--- src/rtl/nor_seq_pkg.sv ---
// Shared types and constants for the NOR flash command sequencer.
// Assumes 16-bit flash words and byte addressing on the flash port.
package nor_seq_pkg;
    localparam int WORD_W = 16;

    typedef enum logic [1:0] {
        OP_ERASE = 2'd0,
        OP_PROG  = 2'd1,
        OP_IDENT = 2'd2,
        OP_RESET = 2'd3
    } op_t;

    typedef enum logic [2:0] {
        RES_OK      = 3'd0,
        RES_TIMEOUT = 3'd1,
        RES_IOERR   = 3'd2,
        RES_REJECT  = 3'd3,
        RES_NODEV   = 3'd4
    } res_t;

    typedef enum logic [3:0] {
        ST_IDLE, ST_UNLK_A, ST_UNLK_B, ST_CMD, ST_UNLK_C, ST_UNLK_D,
        ST_SECT, ST_DATA, ST_POLL_CMD, ST_POLL_RD, ST_GAP,
        ST_ID_LO, ST_ID_HI, ST_ID_SZ, ST_RST, ST_DONE
    } step_t;

    localparam logic [15:0] OFS_KEY1  = 16'h0AAA;
    localparam logic [15:0] OFS_KEY2  = 16'h0554;
    localparam logic [15:0] OFS_ID_HI = 16'h0002;
    localparam logic [15:0] OFS_SIZE  = 16'h004E;

    localparam logic [15:0] W_KEY1   = 16'h00AA;
    localparam logic [15:0] W_KEY2   = 16'h0055;
    localparam logic [15:0] W_ERASE  = 16'h0080;
    localparam logic [15:0] W_SECTOR = 16'h0030;
    localparam logic [15:0] W_PROG   = 16'h00A0;
    localparam logic [15:0] W_IDENT  = 16'h0090;
    localparam logic [15:0] W_STATUS = 16'h0070;
    localparam logic [15:0] W_RESET  = 16'h00F0;
endpackage

--- src/rtl/nor_step_decode.sv ---
// Maps the current sequencer step to one flash transaction: request,
// direction, address and write word. Purely combinational.
// Assumes ADDR_W >= 16 and that base is sector aligned.
module nor_step_decode
    import nor_seq_pkg::*;
#(
    parameter int ADDR_W = 26
) (
    input  step_t               step,
    input  op_t                 op,
    input  logic [ADDR_W-1:0]   base,
    input  logic [ADDR_W-1:0]   prog_addr,
    input  logic [WORD_W-1:0]   prog_data,
    output logic                bus_req,
    output logic                bus_we,
    output logic [ADDR_W-1:0]   bus_addr,
    output logic [WORD_W-1:0]   bus_wdata
);
    logic [ADDR_W-1:0] at_key1;
    logic [ADDR_W-1:0] at_key2;
    logic [WORD_W-1:0] cmd_word;

    // Offsets relative to the sector base
    assign at_key1 = base + ADDR_W'(OFS_KEY1);
    assign at_key2 = base + ADDR_W'(OFS_KEY2);

    // Command byte issued in the ST_CMD step, chosen by operation
    always_comb begin
        case (op)
            OP_ERASE: cmd_word = W_ERASE;
            OP_PROG:  cmd_word = W_PROG;
            OP_IDENT: cmd_word = W_IDENT;
            default:  cmd_word = W_RESET;
        endcase
    end

    // Step to transaction table
    always_comb begin
        bus_req   = 1'b1;
        bus_we    = 1'b1;
        bus_addr  = '0;
        bus_wdata = '0;
        case (step)
            ST_UNLK_A, ST_UNLK_C: begin bus_addr = at_key1; bus_wdata = W_KEY1; end
            ST_UNLK_B, ST_UNLK_D: begin bus_addr = at_key2; bus_wdata = W_KEY2; end
            ST_CMD:      begin bus_addr = at_key1; bus_wdata = cmd_word; end
            ST_SECT:     begin bus_addr = base; bus_wdata = W_SECTOR; end
            ST_DATA:     begin bus_addr = prog_addr; bus_wdata = prog_data; end
            ST_POLL_CMD: begin bus_addr = at_key1; bus_wdata = W_STATUS; end
            ST_POLL_RD:  begin bus_we = 1'b0; bus_addr = base; end
            ST_ID_LO:    begin bus_we = 1'b0; bus_addr = base; end
            ST_ID_HI:    begin bus_we = 1'b0; bus_addr = base + ADDR_W'(OFS_ID_HI); end
            ST_ID_SZ:    begin bus_we = 1'b0; bus_addr = base + ADDR_W'(OFS_SIZE); end
            ST_RST:      begin bus_addr = '0; bus_wdata = W_RESET; end
            default:     begin bus_req = 1'b0; bus_we = 1'b0; end
        endcase
    end
endmodule

--- src/rtl/nor_retry_ctr.sv ---
// Counts the status polls left for the current sector or program.
// A budget of 0 behaves like 1: `last` is high when at most one poll remains.
module nor_retry_ctr #(
    parameter int BUDGET_W = 20
) (
    input  logic                clk,
    input  logic                rst_n,
    input  logic                load,
    input  logic                sel_erase,
    input  logic [BUDGET_W-1:0] budget_erase,
    input  logic [BUDGET_W-1:0] budget_prog,
    input  logic                dec,
    output logic                last
);
    logic [BUDGET_W-1:0] left_q;

    // Load a fresh budget or consume one poll
    always_ff @(posedge clk) begin
        if (!rst_n) begin
            left_q <= '0;
        end else if (load) begin
            left_q <= sel_erase ? budget_erase : budget_prog;
        end else if (dec && left_q > BUDGET_W'(1)) begin
            left_q <= left_q - BUDGET_W'(1);
        end
    end

    assign last = (left_q <= BUDGET_W'(1));
endmodule

--- src/rtl/nor_gap_timer.sv ---
// Down-counter that spaces consecutive status polls.
// Loaded on `start`; `expired` is high once it has counted to zero.
module nor_gap_timer #(
    parameter int GAP_W = 16
) (
    input  logic             clk,
    input  logic             rst_n,
    input  logic             start,
    input  logic [GAP_W-1:0] gap_len,
    output logic             expired
);
    logic [GAP_W-1:0] cnt_q;

    // Reload on start, otherwise count down to zero
    always_ff @(posedge clk) begin
        if (!rst_n) begin
            cnt_q <= '0;
        end else if (start) begin
            cnt_q <= gap_len;
        end else if (cnt_q != '0) begin
            cnt_q <= cnt_q - GAP_W'(1);
        end
    end

    assign expired = (cnt_q == '0);
endmodule

--- src/rtl/nor_cmd_seq.sv ---
// NOR flash command sequencer. It expands host requests into unlock and
// command writes, polls the status word within a retry budget, and resets
// the device after any failure. Assumes one outstanding flash transaction,
// with fl_ack completing it and fl_rdata valid alongside fl_ack on reads.
module nor_cmd_seq
    import nor_seq_pkg::*;
#(
    parameter int ADDR_W    = 26,
    parameter int SECT_LOG2 = 18,
    parameter int BUDGET_W  = 20,
    parameter int GAP_W     = 16
) (
    input  logic                clk,
    input  logic                rst_n,
    input  logic                req_valid,
    output logic                req_ready,
    input  logic [1:0]          req_op,
    input  logic [ADDR_W-1:0]   req_addr,
    input  logic [ADDR_W-1:0]   req_len,
    input  logic [15:0]         req_data,
    input  logic [BUDGET_W-1:0] cfg_erase_budget,
    input  logic [BUDGET_W-1:0] cfg_prog_budget,
    input  logic [GAP_W-1:0]    cfg_poll_gap,
    output logic                fl_req,
    output logic                fl_we,
    output logic [ADDR_W-1:0]   fl_addr,
    output logic [15:0]         fl_wdata,
    input  logic                fl_ack,
    input  logic [15:0]         fl_rdata,
    output logic                rsp_valid,
    output logic [2:0]          rsp_code,
    output logic [ADDR_W-1:0]   rsp_addr,
    output logic [31:0]         rsp_id,
    output logic [7:0]          rsp_size_log2
);
    localparam int CNT_W = ADDR_W - SECT_LOG2;
    localparam logic [ADDR_W-1:0] BASE_MASK = {ADDR_W{1'b1}} << SECT_LOG2;
    localparam logic [ADDR_W-1:0] SECT_STEP = ADDR_W'(1) << SECT_LOG2;

    step_t              state_q;
    op_t                op_q;
    res_t               res_q;
    logic [ADDR_W-1:0]  base_q;
    logic [ADDR_W-1:0]  paddr_q;
    logic [WORD_W-1:0]  pdata_q;
    logic [CNT_W-1:0]   left_q;
    logic [WORD_W-1:0]  id_lo_q;
    logic [WORD_W-1:0]  id_hi_q;
    logic [7:0]         size_q;

    logic              bus_req;
    logic              xfer;
    logic              accept;
    logic              misalign;
    logic [CNT_W-1:0]  sect_cnt;
    logic              st_ready;
    logic              st_err;
    logic              id_ok;
    logic              more;
    logic              rc_load;
    logic              rc_sel;
    logic              rc_dec;
    logic              rc_last;
    logic              gap_start;
    logic              gap_done;

    // Request decode and status interpretation
    assign accept   = req_valid && (state_q == ST_IDLE);
    assign xfer     = bus_req && fl_ack;
    assign misalign = (|req_addr[SECT_LOG2-1:0]) || (|req_len[SECT_LOG2-1:0]);
    assign sect_cnt = req_len[ADDR_W-1:SECT_LOG2];
    assign st_ready = fl_rdata[7];
    assign st_err   = fl_rdata[5] || fl_rdata[4];
    assign id_ok    = (id_lo_q[3:0] == 4'h1) && (fl_rdata[3:0] == 4'hE);
    assign more     = (left_q > CNT_W'(1));

    // Retry and gap control pulses
    assign rc_sel    = accept ? (op_t'(req_op) == OP_ERASE) : (op_q == OP_ERASE);
    assign rc_load   = (accept && (op_t'(req_op) == OP_ERASE || op_t'(req_op) == OP_PROG)) ||
                       (state_q == ST_POLL_RD && xfer && st_ready && !st_err &&
                        op_q == OP_ERASE && more);
    assign rc_dec    = (state_q == ST_POLL_RD) && xfer && !st_ready;
    assign gap_start = rc_dec && !rc_last;

    nor_step_decode #(.ADDR_W(ADDR_W)) u_decode (
        .step      (state_q),
        .op        (op_q),
        .base      (base_q),
        .prog_addr (paddr_q),
        .prog_data (pdata_q),
        .bus_req   (bus_req),
        .bus_we    (fl_we),
        .bus_addr  (fl_addr),
        .bus_wdata (fl_wdata)
    );

    nor_retry_ctr #(.BUDGET_W(BUDGET_W)) u_retry (
        .clk          (clk),
        .rst_n        (rst_n),
        .load         (rc_load),
        .sel_erase    (rc_sel),
        .budget_erase (cfg_erase_budget),
        .budget_prog  (cfg_prog_budget),
        .dec          (rc_dec),
        .last         (rc_last)
    );

    nor_gap_timer #(.GAP_W(GAP_W)) u_gap (
        .clk     (clk),
        .rst_n   (rst_n),
        .start   (gap_start),
        .gap_len (cfg_poll_gap),
        .expired (gap_done)
    );

    // Sequencer state and captured operands
    always_ff @(posedge clk) begin
        if (!rst_n) begin
            state_q <= ST_IDLE;
            op_q    <= OP_RESET;
            res_q   <= RES_OK;
            base_q  <= '0;
            paddr_q <= '0;
            pdata_q <= '0;
            left_q  <= '0;
            id_lo_q <= '0;
            id_hi_q <= '0;
            size_q  <= '0;
        end else begin
            case (state_q)
                ST_IDLE: if (accept) begin
                    op_q  <= op_t'(req_op);
                    res_q <= RES_OK;
                    case (op_t'(req_op))
                        OP_ERASE: begin
                            base_q <= req_addr;
                            left_q <= sect_cnt;
                            if (misalign) begin
                                res_q   <= RES_REJECT;
                                state_q <= ST_DONE;
                            end else if (sect_cnt == '0) begin
                                state_q <= ST_DONE;
                            end else begin
                                state_q <= ST_UNLK_A;
                            end
                        end
                        OP_PROG: begin
                            base_q  <= req_addr & BASE_MASK;
                            paddr_q <= req_addr;
                            pdata_q <= req_data;
                            state_q <= ST_UNLK_A;
                        end
                        OP_IDENT: begin
                            base_q  <= '0;
                            state_q <= ST_UNLK_A;
                        end
                        default: begin
                            base_q  <= '0;
                            state_q <= ST_RST;
                        end
                    endcase
                end
                ST_UNLK_A: if (xfer) state_q <= ST_UNLK_B;
                ST_UNLK_B: if (xfer) state_q <= ST_CMD;
                ST_CMD: if (xfer) begin
                    case (op_q)
                        OP_ERASE: state_q <= ST_UNLK_C;
                        OP_PROG:  state_q <= ST_DATA;
                        default:  state_q <= ST_ID_LO;
                    endcase
                end
                ST_UNLK_C:   if (xfer) state_q <= ST_UNLK_D;
                ST_UNLK_D:   if (xfer) state_q <= ST_SECT;
                ST_SECT:     if (xfer) state_q <= ST_POLL_CMD;
                ST_DATA:     if (xfer) state_q <= ST_POLL_CMD;
                ST_POLL_CMD: if (xfer) state_q <= ST_POLL_RD;
                ST_POLL_RD: if (xfer) begin
                    if (st_ready) begin
                        if (st_err) begin
                            res_q   <= RES_IOERR;
                            state_q <= ST_RST;
                        end else if (op_q == OP_ERASE && more) begin
                            left_q  <= left_q - CNT_W'(1);
                            base_q  <= base_q + SECT_STEP;
                            state_q <= ST_UNLK_A;
                        end else begin
                            state_q <= ST_DONE;
                        end
                    end else if (rc_last) begin
                        res_q   <= RES_TIMEOUT;
                        state_q <= ST_RST;
                    end else begin
                        state_q <= ST_GAP;
                    end
                end
                ST_GAP: if (gap_done) state_q <= ST_POLL_CMD;
                ST_ID_LO: if (xfer) begin
                    id_lo_q <= fl_rdata;
                    state_q <= ST_ID_HI;
                end
                ST_ID_HI: if (xfer) begin
                    id_hi_q <= fl_rdata;
                    if (id_ok) begin
                        state_q <= ST_ID_SZ;
                    end else begin
                        res_q   <= RES_NODEV;
                        state_q <= ST_RST;
                    end
                end
                ST_ID_SZ: if (xfer) begin
                    size_q  <= fl_rdata[7:0];
                    state_q <= ST_RST;
                end
                ST_RST:  if (xfer) state_q <= ST_DONE;
                default: state_q <= ST_IDLE;
            endcase
        end
    end

    // Host-facing outputs
    assign req_ready     = (state_q == ST_IDLE);
    assign fl_req        = bus_req;
    assign rsp_valid     = (state_q == ST_DONE);
    assign rsp_code      = res_q;
    assign rsp_addr      = base_q;
    assign rsp_id        = {id_hi_q, id_lo_q};
    assign rsp_size_log2 = size_q;
endmodule

--- config.mk ---
export PLATFORM = sky130hd
export DESIGN_NAME = nor_cmd_seq
export DESIGN_NICKNAME = d
export VERILOG_FILES = /design/src/rtl/nor_seq_pkg.sv /design/src/rtl/nor_step_decode.sv /design/src/rtl/nor_retry_ctr.sv /design/src/rtl/nor_gap_timer.sv /design/src/rtl/nor_cmd_seq.sv
export SDC_FILE = /design/constraint.sdc
export NUM_CORES = 1
export LEC_CHECK = 0
export ABC_AREA = 1
export BUFFER_PORTS_ARGS = -buffer_cell sky130_fd_sc_hd__buf_4
export CORE_UTILIZATION = 55
export CTS_BUF_LIST = sky130_fd_sc_hd__clkbuf_8
export DETAILED_ROUTE_END_ITERATION = 8
export PLACE_DENSITY = 0.85
export SLEW_MARGIN = 25
export SYNTH_ARGS = -nofsm -noshare
export SYNTH_HDL_FRONTEND = slang
export SYNTH_SLANG_ARGS = --single-unit
--- constraint.sdc ---
create_clock -name clk -period 6 [get_ports clk]
set_input_delay 1.5 -clock clk [delete_from_list [all_inputs] [get_ports clk]]
set_output_delay 1.5 -clock clk [all_outputs]
set_load 0.005 [all_outputs]
==> out/metrics.csv <==
stage,metric,value,unit
setup_path,Setup crit end kind,primary output,
yosys,post-synthesis simple-gate area fraction,37.2,%
global_route,gr usage total,34.5,%
timing,RSZ-0062 raised after global routing,no,
routing,Routed WL per cell,15.9,um
hold_path,Hold WC Path Type,register to register,
clocking,hold_buf cts,0,
floorplan,width of the die,139,um
yosys,Main synth FF type,dfxtp_1,
clocking,htree depth,4,
timing,"Setup violations, final",0,
floorplan,Die Ht,139,um
timing,worst-margin pin slew,0.959,ns
setup_path,Worst path most repeated cell,nand2_1,
setup_path,Reg-to-Reg End,paddr_q[24]$_SDFFE_PN0P_,
clocking,Clock transition at path regs,0.10,ns
timing,"Hold Vio Cnt, Final",0,
yosys,"FFs w/ async S/R, synth",0,%
timing,Slew HR,36.0,%
routing,via count,12000,
timing,Worst Skew,0.0234,ns
yosys,Post-Syn Area,10400,um2
placed_design,IO Port Bufs,260,
final_layout,share of cells above drive strength 1,18.4,%
final_layout,Finished Layout Cells,2124,
placed_design,placed cell count,2092,
job,max-cap violations,0,
yosys,Synth Area in Compound Gates,17.6,%
clocking,CTS tree,built,
setup_path,"Slowest-stage cell, CP",dfxtp_1,
global_route,largest net degree at the start of global routing,79,
status,status,completed,
routing,DRC,0,
routing,DR vias/cell,5.63,
clocking,setup bufs post-CTS,0,
floorplan,num ports,261,
yosys,XOR/XNOR share of the synthesized area,2.79,%
global_route,initial antenna violation count,0,
setup_path,R2R setup slack,3.35,ns
setup_path,R2R Path Start,state_q[3]$_SDFFE_PN0P_,
power,Peak VDD IR,0.225,mV
final_layout,Final Util,69.8,%
floorplan,die area,19400,um2
power,PD cells,376,nW/um2
timing,final setup TNS,0,ns
yosys,synthesis warning total,0,
clocking,Skew-Pair Late Insertion Delay,0.47,ns
floorplan,row cnt,49,
setup_path,crit path cell chain,nand2_4 > nor2_1 > buf_4 > inv_1 > ha_1 > nand2_1 > a21oi_1 > nand3_1 > nand2_1 > nand2_1 > inv_1 > nand3_1 > nand2_1 > nand2_1 > nand2_1 > nand3_1 > nand2_1 > buf_4,
timing,Min Hold Slack,0.454,ns
yosys,count of cell types in the netlist,51,
yosys,Synth Area in Adders,1.40,%
setup_path,"Data arrival, critical path",3.60,ns
timing,crit share post-route,85.1,%
final_layout,Syn-to-layout area delta,22.6,%
final_layout,most frequent cells in the layout,"406 x nand2_1, 268 x buf_4, 250 x nor2_1",
timing,minimum clock period,5.10,ns
yosys,"FF+latch count, synth",161,
clocking,maximum clock insertion buffer count,2,
clocking,post-CTS sizing,0,
final_layout,"commonest non-fill, non-tap cell in the layout",nand2_1,
clocking,clk sinks,161,
power,Leakage,5.85,nW
setup_path,Worst Setup Start Kind,register,
placed_design,GPL Wtd Cong,0.990,
yosys,sequential fraction of the synthesis area,31.1,%
floorplan,core footprint,18200,um2
placed_design,pre-CTS setup slack,1.44,ns
hold_path,hold_sp,id_lo_q[10]$_SDFFE_PN0P_,
timing,Max Fclk,0.196,GHz
routing,first-iteration detailed-routing DRC count,925,
hold_path,"Endpoint, Worst Hold",id_lo_q[10]$_SDFFE_PN0P_,
setup_path,"Largest stage delay, worst path",0.67,ns
yosys,main combinational cell family by area after synthesis,simple AND/OR/NAND/NOR gates,
clocking,CTS Buf Count,17,
global_route,"Remaining Overflow, GRT",0,
yosys,Post-Synthesis Cells,1672,
final_layout,Fill cells,1649,
routing,First-pass DRT Iterations,6,
yosys,syn nets,1829,
yosys,syn_area_per_cell,6.20,um2
setup_path,reg2reg path depth,8,
timing,worst setup margin,0.896,ns
global_route,first-pass GRT wire length,54300,um
placed_design,HPWL Detailed,25400,um
yosys,mux share of post-synthesis cell area,0,%
setup_path,crit-path max FO,21,
yosys,"EDFF count, synth",0,
routing,Detail Route Antenna Nets,0,
clocking,Root Driver,clkbuf_8,
floorplan,Initial Util,57.0,%
setup_path,crit path kind,register to primary output,
routing,DRT Wirelength,33700,um
global_route,vias in the first global route,10900,
final_layout,ANT cells,0,
timing,Slew Limit Fails,0,
hold_path,Worst Hold Depth,2,
setup_path,Required @ worst endpoint,4.50,ns
final_layout,layout net count,2039,
==> worst max-delay path by stage <==
stage | startpoint | to | slack, ns | depth (start not counted)
6_report | state_q[3]$_SDFFE_PN0P_ | fl_addr[23] | 0.90 | 18
3_3_place_gp | state_q[3]$_SDFFE_PN0P_ | fl_addr[23] | 1.55 | 18
4_1_cts | state_q[3]$_SDFFE_PN0P_ | fl_addr[17] | 0.92 | 17
3_5_place_dp | state_q[3]$_SDFFE_PN0P_ | fl_addr[17] | 1.44 | 17
5_1_grt | state_q[3]$_SDFFE_PN0P_ | fl_addr[17] | 0.58 | 17
2_1_floorplan | state_q[1]$_SDFFE_PN0P_ | fl_addr[23] | 2.18 | 16
==> sequential cells by signal (all words and copies together) (netlist names), 3 cells and up <==
name and cells:
left_q 8, u_gap.cnt_q 16, rsp_size_log2 8, paddr_q 26
id_hi_q 16, state_q 4, rsp_code 3, u_retry.left_q 20
pdata_q 16, id_lo_q 16, rsp_addr 26
==> metal layers <==
layer  track usage [%]  share of wire [%]
met2              59.3                 48
met3              4.61                7.6
met1              43.5                 41
met4              14.3                3.2
met5                 0                  0
==> Yosys cell counts, types with 10 or more instances <==
master | instances | area share [%]
a21oi_1 | 134 | 6.5
a22oi_1 | 16 | 1.2
buf_2 | 22 | 1.1
clkbuf_1 | 40 | 1.4
dfxtp_1 | 161 | 31
ha_1 | 10 | 1.2
inv_1 | 152 | 5.5
nand2_1 | 406 | 15
nand3_1 | 159 | 7.7
nand4_1 | 21 | 1.3
nor2_1 | 250 | 9.0
nor3_1 | 14 | 0.68
o21ai_0 | 119 | 5.7
o21ai_1 | 26 | 1.3
xnor2_1 | 13 | 1.1
xor2_1 | 20 | 1.7
==> through the flow <==
| step | total power [W] | cell area, um2 |
|---|---|---|
| after detailed placement | 0.00387 | 12300 |
| after CTS | 0.00475 | 12700 |
| final | 0.00478 | 12700 |
| after floorplan | 0.00309 | 10400 |
| after global placement | 0.00382 | 12300 |
| after global routing | 0.00512 | 12700 |
==> power by group <==
group	total, W	internal (W)	switching (W)
Clock	0.000869	0.000366	0.000503
Combinational	0.00244	0.000948	0.00150
Sequential	0.00147	0.00125	0.000218
Total	0.00478	0.00256	0.00222
==> area by class of cell <==
cell class,count,area (um2),share of cell area (%)
flip-flops and latches,161,3220,25.3
well taps,229,287,2.25
repair buffers,268,2010,15.8
clock inverters,15,205,1.61
multi-input cells,1267,6120,48.1
inverters,167,632,4.97
clock buffers,17,234,1.84
==> critical path, delay by kind of cell (launching register included) <==
kind / cells / cell delay (ns)
simple gates: 12 / 1.32
flops: 1 / 0.67
compound gates: 1 / 0.23
buf+inv: 4 / 0.57
fa+ha+maj: 1 / 0.36
==> cells by family (layout without fill, tap and decap cells) <==
logic type | count (synthesis) | after routing
DFF | 161 | 161
adders and majority gates | 11 | 11
xor gates and xnor gates | 33 | 33
and+or+nand+nor | 889 | 889
AOI/OAI and AO/OA | 334 | 334
buffers and inverters | 244 | 467
Power figures use the tool's default switching activity.
